===== src/rtl/smc_pkg.sv =====
`timescale 1ns/1ps
package smc_pkg;

  typedef enum logic [2:0] {
    MODE_SLEEP     = 3'b000,
    MODE_FM_RX     = 3'b100,
    MODE_FM_RXTX   = 3'b101,
    MODE_CDMA_RX   = 3'b110,
    MODE_CDMA_RXTX = 3'b111
  } op_mode_e;

  typedef struct packed {
    logic sleep_n;
    logic fm_n;
    logic idle_n;
  } mode_ctl_t;

  function automatic logic is_cdma(op_mode_e m);
    return (m == MODE_CDMA_RX) || (m == MODE_CDMA_RXTX);
  endfunction

endpackage


===== src/rtl/smc_sync.sv =====
`timescale 1ns/1ps
module smc_sync #(
  parameter int W      = 1,
  parameter int STAGES = 2
) (
  input  logic         clk,
  input  logic         rst_n,
  input  logic [W-1:0] d,
  output logic [W-1:0] q
);

  logic [W-1:0] stg_q [STAGES];

  for (genvar g = 0; g < STAGES; g++) begin : g_stage
    if (g == 0) begin : g_first
      always_ff @(posedge clk or negedge rst_n) begin
        if (!rst_n) stg_q[0] <= '0;
        else        stg_q[0] <= d;
      end
    end else begin : g_next
      always_ff @(posedge clk or negedge rst_n) begin
        if (!rst_n) stg_q[g] <= '0;
        else        stg_q[g] <= stg_q[g-1];
      end
    end
  end

  assign q = stg_q[STAGES-1];

endmodule


===== src/rtl/smc_shifter.sv =====
`timescale 1ns/1ps
module smc_shifter #(
  parameter int WORD_W = 24
) (
  input  logic              clk,
  input  logic              rst_n,
  input  logic              sclk_s,
  input  logic              sdata_s,
  input  logic              slatch_s,
  output logic              load,
  output logic [WORD_W-1:0] word_q
);

  logic [WORD_W-1:0] sh_q, sh_d, word_d;
  logic              sclk_prev_q, latch_prev_q;
  logic              shift_en;

  assign shift_en = sclk_s & ~sclk_prev_q;
  assign load     = slatch_s & ~latch_prev_q;

  always_comb begin
    sh_d   = sh_q;
    word_d = word_q;
    if (shift_en) sh_d   = {sh_q[WORD_W-2:0], sdata_s};
    if (load)     word_d = sh_q;
  end

  always_ff @(posedge clk or negedge rst_n) begin
    if (!rst_n) begin
      sh_q         <= '0;
      word_q       <= '0;
      sclk_prev_q  <= 1'b0;
      latch_prev_q <= 1'b0;
    end else begin
      sh_q         <= sh_d;
      word_q       <= word_d;
      sclk_prev_q  <= sclk_s;
      latch_prev_q <= slatch_s;
    end
  end

endmodule


===== src/rtl/smc_mode_dec.sv =====
`timescale 1ns/1ps
module smc_mode_dec
  import smc_pkg::*;
#(
  parameter int SEL_W = 2
) (
  input  logic             clk,
  input  logic             rst_n,
  input  logic             mode_from_ser,
  input  mode_ctl_t        ser_ctl,
  input  mode_ctl_t        pin_ctl,
  input  logic             sel_from_ser,
  input  logic [SEL_W-1:0] ser_sel,
  input  logic [SEL_W-1:0] pin_sel,
  output op_mode_e         mode_q,
  output logic [SEL_W-1:0] sel_q,
  output logic             entry_q
);

  mode_ctl_t        eff;
  op_mode_e         mode_d;
  logic [SEL_W-1:0] sel_d;
  logic             entry_d;

  always_comb begin
    eff = mode_from_ser ? ser_ctl : pin_ctl;
    if (!eff.sleep_n) begin
      mode_d = MODE_SLEEP;
    end else begin
      case ({eff.fm_n, eff.idle_n})
        2'b00:   mode_d = MODE_FM_RX;
        2'b01:   mode_d = MODE_FM_RXTX;
        2'b10:   mode_d = MODE_CDMA_RX;
        default: mode_d = MODE_CDMA_RXTX;
      endcase
    end
    sel_d   = sel_from_ser ? ser_sel : pin_sel;
    entry_d = is_cdma(mode_d) && !is_cdma(mode_q);
  end

  always_ff @(posedge clk or negedge rst_n) begin
    if (!rst_n) begin
      mode_q  <= MODE_SLEEP;
      sel_q   <= '0;
      entry_q <= 1'b0;
    end else begin
      mode_q  <= mode_d;
      sel_q   <= sel_d;
      entry_q <= entry_d;
    end
  end

endmodule


===== src/rtl/serial_mode_ctl.sv =====
`timescale 1ns/1ps
module serial_mode_ctl
  import smc_pkg::*;
#(
  parameter int DIV_W       = 14,
  parameter int SEL_W       = 2,
  parameter int SYNC_STAGES = 2
) (
  input  logic             clk,
  input  logic             rst_n,
  input  logic             ser_clk,
  input  logic             ser_data,
  input  logic             ser_latch,
  input  logic             pin_sleep_n,
  input  logic             pin_fm_n,
  input  logic             pin_idle_n,
  input  logic [SEL_W-1:0] pin_aux_sel,
  output logic [DIV_W-1:0] div_ratio,
  output logic             cmp_slow,
  output logic             test_mode,
  output logic             cal_en,
  output logic [2:0]       mode,
  output logic [SEL_W-1:0] aux_sel,
  output logic             cdma_entry
);

  localparam int P_CAL   = 0;
  localparam int P_ASRC  = 1;
  localparam int P_SEL   = 2;
  localparam int P_TEST  = P_SEL + SEL_W;
  localparam int P_FM    = P_TEST + 1;
  localparam int P_IDLE  = P_FM + 1;
  localparam int P_SLEEP = P_IDLE + 1;
  localparam int P_MSRC  = P_SLEEP + 1;
  localparam int P_DIV   = P_MSRC + 1;
  localparam int P_CMP   = P_DIV + DIV_W;
  localparam int WORD_W  = P_CMP + 1;
  localparam int SYNC_W  = 6 + SEL_W;

  // reset: asserted asynchronously, released on clk
  logic [1:0] rst_sync_q;
  logic       rst_i;

  always_ff @(posedge clk or negedge rst_n) begin
    if (!rst_n) rst_sync_q <= 2'b00;
    else        rst_sync_q <= {rst_sync_q[0], 1'b1};
  end
  assign rst_i = rst_sync_q[1];

  logic [SYNC_W-1:0] raw_in, syn_in;
  assign raw_in = {pin_aux_sel, pin_sleep_n, pin_fm_n, pin_idle_n,
                   ser_latch, ser_data, ser_clk};

  smc_sync #(.W(SYNC_W), .STAGES(SYNC_STAGES)) u_sync (
    .clk   (clk),
    .rst_n (rst_i),
    .d     (raw_in),
    .q     (syn_in)
  );

  logic              latch_fire;
  logic [WORD_W-1:0] ctl_word;

  smc_shifter #(.WORD_W(WORD_W)) u_shift (
    .clk      (clk),
    .rst_n    (rst_i),
    .sclk_s   (syn_in[0]),
    .sdata_s  (syn_in[1]),
    .slatch_s (syn_in[2]),
    .load     (latch_fire),
    .word_q   (ctl_word)
  );

  mode_ctl_t        ser_ctl, pin_ctl;
  logic             ctl_msrc, ctl_asrc;
  logic [SEL_W-1:0] ctl_sel;
  op_mode_e         mode_e;

  assign ser_ctl  = '{sleep_n: ctl_word[P_SLEEP], fm_n: ctl_word[P_FM],
                      idle_n: ctl_word[P_IDLE]};
  assign pin_ctl  = '{sleep_n: syn_in[5], fm_n: syn_in[4], idle_n: syn_in[3]};
  assign ctl_msrc = ctl_word[P_MSRC];
  assign ctl_asrc = ctl_word[P_ASRC];
  assign ctl_sel  = ctl_word[P_SEL +: SEL_W];

  smc_mode_dec #(.SEL_W(SEL_W)) u_dec (
    .clk           (clk),
    .rst_n         (rst_i),
    .mode_from_ser (ctl_msrc),
    .ser_ctl       (ser_ctl),
    .pin_ctl       (pin_ctl),
    .sel_from_ser  (ctl_asrc),
    .ser_sel       (ctl_sel),
    .pin_sel       (syn_in[6 +: SEL_W]),
    .mode_q        (mode_e),
    .sel_q         (aux_sel),
    .entry_q       (cdma_entry)
  );

  assign mode      = mode_e;
  assign div_ratio = ctl_word[P_DIV +: DIV_W];
  assign cmp_slow  = ctl_word[P_CMP];
  assign test_mode = ctl_word[P_TEST];
  assign cal_en    = ctl_word[P_CAL];

endmodule


===== config.mk =====
export PLATFORM = sky130hd
export DESIGN_NAME = serial_mode_ctl
export DESIGN_NICKNAME = d
export VERILOG_FILES = /design/src/rtl/smc_pkg.sv /design/src/rtl/smc_sync.sv /design/src/rtl/smc_shifter.sv /design/src/rtl/smc_mode_dec.sv /design/src/rtl/serial_mode_ctl.sv
export SDC_FILE = /design/constraint.sdc
export NUM_CORES = 1
export LEC_CHECK = 0
export ABC_AREA = 1
export CAP_MARGIN = 10
export CORE_MARGIN = 2
export CORE_UTILIZATION = 40
export CTS_BUF_LIST = sky130_fd_sc_hd__clkbuf_4
export DETAILED_ROUTE_END_ITERATION = 8
export DONT_BUFFER_PORTS = 1
export PLACE_DENSITY = 0.62
export SLEW_MARGIN = 25
export SYNTH_ARGS = -nofsm -noshare
export SYNTH_HDL_FRONTEND = slang
export SYNTH_SLANG_ARGS = --single-unit

===== constraint.sdc =====
create_clock -name clk -period 3.4 [get_ports clk]
set_clock_uncertainty 0.15 [all_clocks]
set_input_delay 0.34 -clock clk [delete_from_list [all_inputs] [get_ports clk]]
set_output_delay 0.34 -clock clk [all_outputs]
set_load 0.05 [all_outputs]

**After elaboration in Yosys (flattened, before gate mapping)**

Cells that the tools add are included.
Widths: inputs -> output; s select.

- Register bits after elaboration: 74
- Output and inout bits: 23
- Word-level logic and storage cells: 29
- Bits of input ports: 10

- Mux-type cells: 4
- Reduce and logical (&&, ||, !) cells: 5
- Bitwise gates (word level): 4
- Equality and inequality tests: 6

Operator list:

| operator | count |
|---|---|
| $eq 3x3->1 const B | 4 |
| $mux 3 | 2 |
| $pmux 2 s3 | 1 |
| $and 1x1->1 | 2 |
| $eq 2x1->1 const B | 1 |
| $eq 2x2->1 const B | 1 |
| $logic_not 2->1 | 1 |
| $logic_or 1x1->1 | 2 |
| $mux 2 | 1 |
| $not 1->1 | 2 |
| $logic_and 1x1->1 | 1 |
| $logic_not 1->1 | 1 |

**Logic depth before layout (Yosys ltp)**

Gate-level depths: netlist of the first run.

- Depth after elaboration: 7
- Depth in mapped cells: 6

**By module**

A second synthesis of the first run with hierarchy kept.

- Cells, all modules: 269
- Area, all modules: 2881.5 sq um

By module, submodules not included:

| module | cells each | times used | area each (sq um) |
|---|---|---|---|
| smc_shifter | 213 | 1 | 2115.8 |
| smc_sync | 24 | 1 | 460.4 |
| smc_mode_dec | 29 | 1 | 251.5 |
| serial_mode_ctl | 3 | 1 | 53.8 |

**Least setup slack after synthesis of the first run**

Ideal clock, no wire load.

- Path kind: flip-flop to flip-flop
- Start point: register u_shift.latch_prev_q
- End point: register u_shift.word_q[17]
- Setup time: 0.122 ns
- Slack: 2.301 ns
- Data required time: 3.128 ns
- Arrival time: 0.827 ns
- Cell stages (with the launch flop): 7
- Period minus slack after synthesis: 1.099 ns
- Cell sequence: dfrtp_1 > inv_1 > nand2_2 > buf_6 > buf_12 > nand2_2 > o21ai_2

- Word-level cells in the longest chain between the ends: 2

Ends and longest elaborated chain:

| item | line | source |
|---|---|---|
| start, declared | smc_shifter.sv:15 | `logic sclk_prev_q, latch_prev_q;` |
| start signal, assigned | smc_shifter.sv:38 | `latch_prev_q <= slatch_s;` |
| $not 1->1 | smc_shifter.sv:19 | `assign load = slatch_s & ~latch_prev_q;` |
| $and 1x1->1 | smc_shifter.sv:19 |  |
| end signal, assigned | smc_shifter.sv:36 | `word_q <= word_d;` |
| end, declared | smc_shifter.sv:11 | `output logic [WORD_W-1:0] word_q` |

No other way between the ends.
A chain may end at the register's enable or synchronous reset.

**Final worst setup path of the first run**

- Start point: register u_shift.word_q[4]
- End point: output port test_mode

RTL lines:

| item | line | source |
|---|---|---|
| end, declared | serial_mode_ctl.sv:20 | `output logic test_mode,` |

No word-level cell between the ends.

==> flow_metrics.py, run 1 <==
metrics = {
    "setup_path": {
        "critical_path_class": "reg2out",
        "r2r_start": "u_sync.q[0]$_DFF_PN0_",
        "critPathLaunch": "u_shift.word_q[4]$_DFFE_PN0P_",
        "worstPathRequired_ps": 2910,
        "rrSetupSlack_ps": 1940,
        "cp.arrival_ps": 1100,
        "end_kind": "primary output",
        "critical_path.startpoint_type": "register",
        "crit_fanout": 2,
    },
    "logic_synthesis": {
        "ys_ff_latch": 74,
        "synth_fp_nets": 256,
        "yosysTopAreaCell": "dfrtp_1",
        "synth_common_cells": "dfrtp_1 (74), nand2_1 (55), inv_1 (31), o21ai_2 (25), o21ai_0 (19)",
        "yosys_warnings": 0,
        "synth-edff-count": 0,
        "synth_ff_type": "dfrtp_1",
        "synthTopCellsByArea": "dfrtp_1 (66%), o21ai_2 (7.8%), nand2_1 (7.3%)",
        "syn_inst": 246,
        "seq_area_frac_synth_pct": 65.9,
        "synth_cell_types": 17,
        "syn_avg_cell_area_um2": 11.4,
        "synth_top_area_share_pct": 65.9,
        "async_flop_share_pct": 100,
        "syn_area_um2": 2810,
        "yosysMostFrequentCell": "dfrtp_1",
    },
    "global_routing": {
        "antenna_found_initial": 0,
        "grt.overflow.total": 0,
        "grt_max_degree": 73,
        "grt_pass1_vias": 1554,
        "grt_pass1_wl_um": 6840,
        "grt_usage_pct": 12.0,
    },
    "placement": {
        "gp_congestion": 0.662,
        "hpwl_um": 2260,
        "dp_slack_ps": 1700,
        "dpl_cell_area_um2": 2710,
        "portBuffers": 0,
    },
    "min_path": {
        "hold_start": "u_sync.stg_q[13]$_DFF_PN0_",
        "min_path_type": "reg2reg",
    },
    "job": {
        "maxCapViolations": 0,
    },
    "power_and_ir_drop": {
        "power.leakage_nw": 1.40,
        "power_density_nw_per_um2": 665,
        "ir_drop_v": 0.000385,
    },
    "timing": {
        "setup_viol": 0,
        "fin_tns_setup_ps": 0,
        "post-route-period-util_pct": 46.8,
        "drv_slew": 0,
        "worst_pin_slew_ps": 884,
        "min_period_ps": 1590,
        "rsz0062_at_grt": "no",
        "hold_viol": 0,
        "hold_ws_ps": 209,
        "fin_ws_ps": 1810,
        "relSlewSlack_pct": 41.0,
        "fmax_ghz": 0.629,
    },
    "drt": {
        "route.detailed.drc": 0,
        "vias": 1462,
        "first_iter_violations": 73,
        "antenna_left": 0,
        "drt-total-wl_um": 3800,
        "wire_per_inst_um": 11.0,
        "firstDrtPassIters": 4,
        "avgViaCountPerCell": 4.25,
    },
    "die": {
        "ios": 33,
        "die_w_um": 87.8,
        "die_y_um": 87.8,
        "start_util_pct": 41.3,
        "die_area_um2": 7710,
        "core_um2": 6790,
        "rows": 30,
    },
    "final_layout": {
        "fillers": 668,
        "drive_above_1_share_pct": 20.2,
        "syn_to_final_growth_pct": 6.77,
        "nNetsFinal": 253,
        "num_antenna_cells": 0,
        "final_area_um2": 3000,
    },
    "clocking": {
        "cts-root-buf": "clkbuf_4",
        "numCtsBuffers": 9,
        "cts_tree": "yes",
        "cts_setup_buffers": 0,
        "clock_latency_ps": 420,
        "cts_sinks": 74,
        "post_cts_resized": 0,
        "cts_max_path_buffers": 2,
        "clkTransAtPathRegs_ps": 130,
        "htree_levels": 3,
    },
    "outcome": {
        "status": "finished clean",
    },
}
-- cell usage in the layout, fill, tap and decap left out, types with 3 or more instances in the layout --
cell	synthesis	routed
inv_1	31	31
clkbuf_4	0	9
o21ai_1	4	4
o21ai_2	25	25
o21ai_0	19	19
nand2_1	55	55
bufinv_16	0	3
dlygate4sd3_1	0	10
dfrtp_1	74	73
nand2_2	9	8
-- through the flow --
| stage | std cells | util (%) | total power (W) |
|---|---|---|---|
| finish | 344 | 44.1 | 0.00200 |
| global route | 344 | 44.1 | 0.00212 |
| CTS | 344 | 44.1 | 0.00203 |
| detailed placement | 318 | 39.9 | 0.00134 |
| global placement | 318 | 39.9 | 0.00133 |
| floorplan | 246 | - | 0.00133 |
-- final timing paths --
kind                                                 end  cells after the start
max                                            test_mode                      0
min                                u_sync.q[5]$_DFF_PN0_                      0
max reg2reg                  u_shift.sh_q[6]$_DFFE_PN0P_                      2
min reg2reg                        u_sync.q[5]$_DFF_PN0_                      0
max in group asynchronous    u_shift.sh_q[8]$_DFFE_PN0P_                      0
min in group asynchronous  u_shift.word_q[4]$_DFFE_PN0P_                      0
-- where the power goes --
group | total, W | switching [W] | internal, W | leakage [nW]
combinational | 0.000153 | 0.0000911 | 0.0000621 | 0.345
sequential | 0.00117 | 0.000191 | 0.000978 | 0.956
clock | 0.000674 | 0.000301 | 0.000372 | 0.0979
-- layout make-up --
class	count	area, µm²	area share [%]
clock inverter	7	116	3.88
inverter	31	116	3.88
timing repair buffer	10	100	3.34
clock buffer	9	67.6	2.25
multi-input combinational	117	623	20.8
sequential	74	1860	61.9
tap	96	120	4.00
-- kinds of logic (layout without fill, tap and decap cells) --
logic type / after synthesis / in the layout / synth area share, %
other cells: 1 / 1 / 0.134
flops: 74 / 74 / 65.9
simple gates: 67 / 67 / 9.80
compound gates: 49 / 49 / 12.1
buf+inv: 55 / 57 / 12.1
-- flip-flops by register name, summed over array words and instances (netlist names) --
| name | cells |
|---|---|
| u_sync.stg_q | 8 |
| u_shift.sclk_prev_q | 1 |
| u_shift.latch_prev_q | 1 |
| u_dec.entry_q | 1 |
| u_shift.word_q | 24 |
| u_sync.q | 8 |
| u_dec.mode_q | 3 |
| u_dec.sel_q | 2 |
| rst_sync_q | 2 |
| u_shift.sh_q | 24 |
-- metal layers --
metal,track usage [%],up-vias,routed length (µm)
met4,4.76,0,68
met3,7.73,5,277
met1,13.2,687,1700
met2,18.5,33,1760
met5,0,-,0
li1,-,737,-
-- repair_timing --
| action | 4_1_cts | 5_1_grt |
|---|---|---|
| hold endpoints to repair | 10 | 0 |
| setup endpoints to repair | 0 | 0 |
| hold buffers | 10 | 0 |
Note: power is estimated with default switching activity, not from simulation.
==> run 2, diff against run 1 <==
- ABC_AREA: 1 -> 0
- clock period: 3.4 -> 1.6 ns (I/O delays scaled with it)
==> run 2 against run 1 <==
Compared with the run above: sequential share of layout area down 4.5 points; core utilization up 3.2 points; register-to-register slack worse by 1700 ps; clock-buffer cell count up 1; critical endpoint is now u_shift.sh_q[1]$_DFFE_PN0P_.
==> flow_metrics.py, run 2 <==
metrics = {
    "logic_synthesis": {
        "synth_top_area_share_pct": 65.2,
        "synth_fp_nets": 164,
        "synth-edff-count": 0,
        "synth_cell_types": 14,
        "synth_ff_type": "dfrtp_1",
        "yosysMostFrequentCell": "dfrtp_1",
        "yosysTopAreaCell": "dfrtp_1",
        "syn_inst": 154,
        "yosys_warnings": 0,
        "syn_avg_cell_area_um2": 18.4,
        "async_flop_share_pct": 100,
        "seq_area_frac_synth_pct": 65.2,
        "synthTopCellsByArea": "dfrtp_1 (65%), mux2_4 (21%), mux2_2 (4.8%)",
        "synth_common_cells": "dfrtp_1 (74), mux2_4 (40), buf_4 (14), mux2_2 (12), buf_6 (4)",
        "ys_ff_latch": 74,
        "syn_area_um2": 2840,
    },
    "final_layout": {
        "fillers": 607,
        "layout_commonest_cell": "dfrtp_1",
        "num_antenna_cells": 0,
        "top_regs": "u_shift.sh_q (24), u_shift.word_q (24)",
        "drive_above_1_share_pct": 50.5,
        "final_core_util_pct": 47.3,
        "syn_to_final_growth_pct": 13.9,
        "mostFrequentLayoutCells": "dfrtp_1 (73), mux2_4 (40), buf_4 (19)",
        "nNetsFinal": 187,
    },
    "die": {
        "start_util_pct": 41.6,
        "die_w_um": 88.2,
        "core_um2": 6830,
        "die_area_um2": 7790,
        "die_y_um": 88.2,
        "rows": 30,
        "ios": 33,
    },
    "setup_path": {
        "cp.arrival_ps": 1530,
        "critPathLaunch": "u_shift.sclk_prev_q$_DFF_PN0_",
        "worstPathRequired_ps": 1740,
        "r2r_cells": 3,
        "rrSetupSlack_ps": 210,
        "r2r_start": "u_shift.sclk_prev_q$_DFF_PN0_",
        "critical_path_class": "reg2reg",
        "critical_path.startpoint_type": "register",
        "end_kind": "register",
        "timing.rr.end": "u_shift.sh_q[1]$_DFFE_PN0P_",
        "crit_fanout": 10,
    },
    "clocking": {
        "numCtsBuffers": 9,
        "cts_tree": "yes",
        "cts_sinks": 74,
        "cts-root-buf": "clkbuf_4",
        "htree_levels": 3,
        "clock_latency_ps": 400,
        "cts_max_path_buffers": 2,
        "clkTransAtPathRegs_ps": 120,
    },
    "timing": {
        "drv_slew": 0,
        "rsz0062_at_grt": "no",
        "min_period_ps": 1390,
        "setup_viol": 0,
        "post-route-period-util_pct": 86.8,
        "hold_viol": 0,
        "fmax_ghz": 0.720,
        "fin_tns_setup_ps": 0,
    },
    "min_path": {
        "min_path_type": "reg2async",
    },
    "placement": {
        "gp_congestion": 0.722,
        "portBuffers": 0,
        "hpwl_um": 2530,
    },
    "power_and_ir_drop": {
        "power.share.clock_pct": 23.4,
        "p_sw_share_pct": 31.4,
        "power.leakage_nw": 1.60,
        "seqPwrFrac_pct": 53.6,
        "power_frac_comb_pct": 23.0,
        "internal_power_w": 0.00362,
        "power_density_nw_per_um2": 1630,
        "netSwitchingPower_w": 0.00166,
        "ir_drop_v": 0.000711,
    },
    "global_routing": {
        "grt.overflow.total": 0,
        "antenna_found_initial": 0,
        "grt_pass1_vias": 1301,
        "grt_max_degree": 34,
        "grt_usage_pct": 11.2,
        "grt_pass1_wl_um": 6330,
    },
    "drt": {
        "first_iter_violations": 36,
        "firstDrtPassIters": 4,
        "vias": 1243,
        "antenna_left": 0,
        "wire_per_inst_um": 13.4,
        "avgViaCountPerCell": 4.47,
        "route.detailed.drc": 0,
        "drt-total-wl_um": 3730,
    },
    "job": {
        "maxCapViolations": 0,
    },
    "outcome": {
        "status": "finished clean",
    },
}
-- run 2: changes by cell type in the layout (fill, tap and decap cells not counted), sizes merged, moves of 2 or more --
cell   delta
o21ai    -48
mux2     +52
nor2      -2
nand2    -63
buf      +22
inv      -32
-- run 2: power by group through the flow --
| stage | Sequential [W] | Clock, W | Combinational, W |
|---|---|---|---|
| 5_1_grt | 0.00292 | 0.00137 | 0.00128 |
| 3_3_place_gp | 0.00286 | 0 | 0.00118 |
| 4_1_cts | 0.00284 | 0.00129 | 0.00123 |
| 2_1_floorplan | 0.00285 | 0 | 0.00103 |
| 6_report | 0.00283 | 0.00124 | 0.00121 |
| 3_5_place_dp | 0.00288 | 0 | 0.00121 |
-- run 2: cell families after synthesis --
kind of cell | count (synthesis) | synth area share [%]
buf+inv | 20 | 6.70
mux | 52 | 25.9
simple gates | 6 | 1.76
flops | 74 | 65.2
other cells | 1 | 0.132
compound gates | 1 | 0.265
-- run 2: final cells by class --
type                            count  area [µm²]  area share (%)
Sequential cell                    74        1860            57.4
Multi-Input combinational cell     60         797            24.7
Timing Repair Buffer               32         303            9.37
Tap cell                           96         120            3.72
Clock inverter                      6        82.6            2.55
Clock buffer                       10        75.1            2.32
-- run 2: how the worst max path moves through the flow --
stage | slack, ps | endpoint | cells past startpoint
floorplan | 190 | u_dec.entry_q$_DFF_PN0_ | 0
global placement | 220 | u_shift.sh_q[1]$_DFFE_PN0P_ | 3
detailed placement | 200 | u_shift.word_q[17]$_DFFE_PN0P_ | 3
CTS | 180 | mode[2] | 0
global route | 140 | u_shift.sh_q[1]$_DFFE_PN0P_ | 3
finish | 210 | u_shift.sh_q[1]$_DFFE_PN0P_ | 3
-- run 2: metrics by stage --
step	power [W]	hold WS [ps]	cell area (µm²)	cells	setup slack, ps
after CTS	0.00536	114	3230	278	183
after global routing	0.00557	123	3230	278	142
final	0.00528	93.0	3230	278	211
after detailed placement	0.00409	-286	2980	252	201
after global placement	0.00405	-286	2980	252	219
after floorplan	0.00388	-286	2840	154	191
-- run 2: what timing repair did --
| item | in CTS | in global routing |
|---|---|---|
| gates resized for setup | 0 | 0 |
| setup buffers | 0 | 0 |
| endpoints found under the hold margin | 10 | 0 |
| hold buffers | 10 | 0 |
-- run 2: critical path, cell delays in order (launching register included) --
cell and delay, ps:
dfrtp_1 400, nor2b_4 150, buf_4 230, mux2_2 360
-- run 2: per-layer routing --
| layer | routed length [µm] | global-route usage, % | up-vias |
|---|---|---|---|
| li1 | - | - | 560 |
| met1 | 1650 | 14.4 | 647 |
| met2 | 1780 | 16.0 | 24 |
| met3 | 214 | 3.82 | 12 |
| met4 | 93 | 7.44 | 0 |
| met5 | 0 | 0 | - |
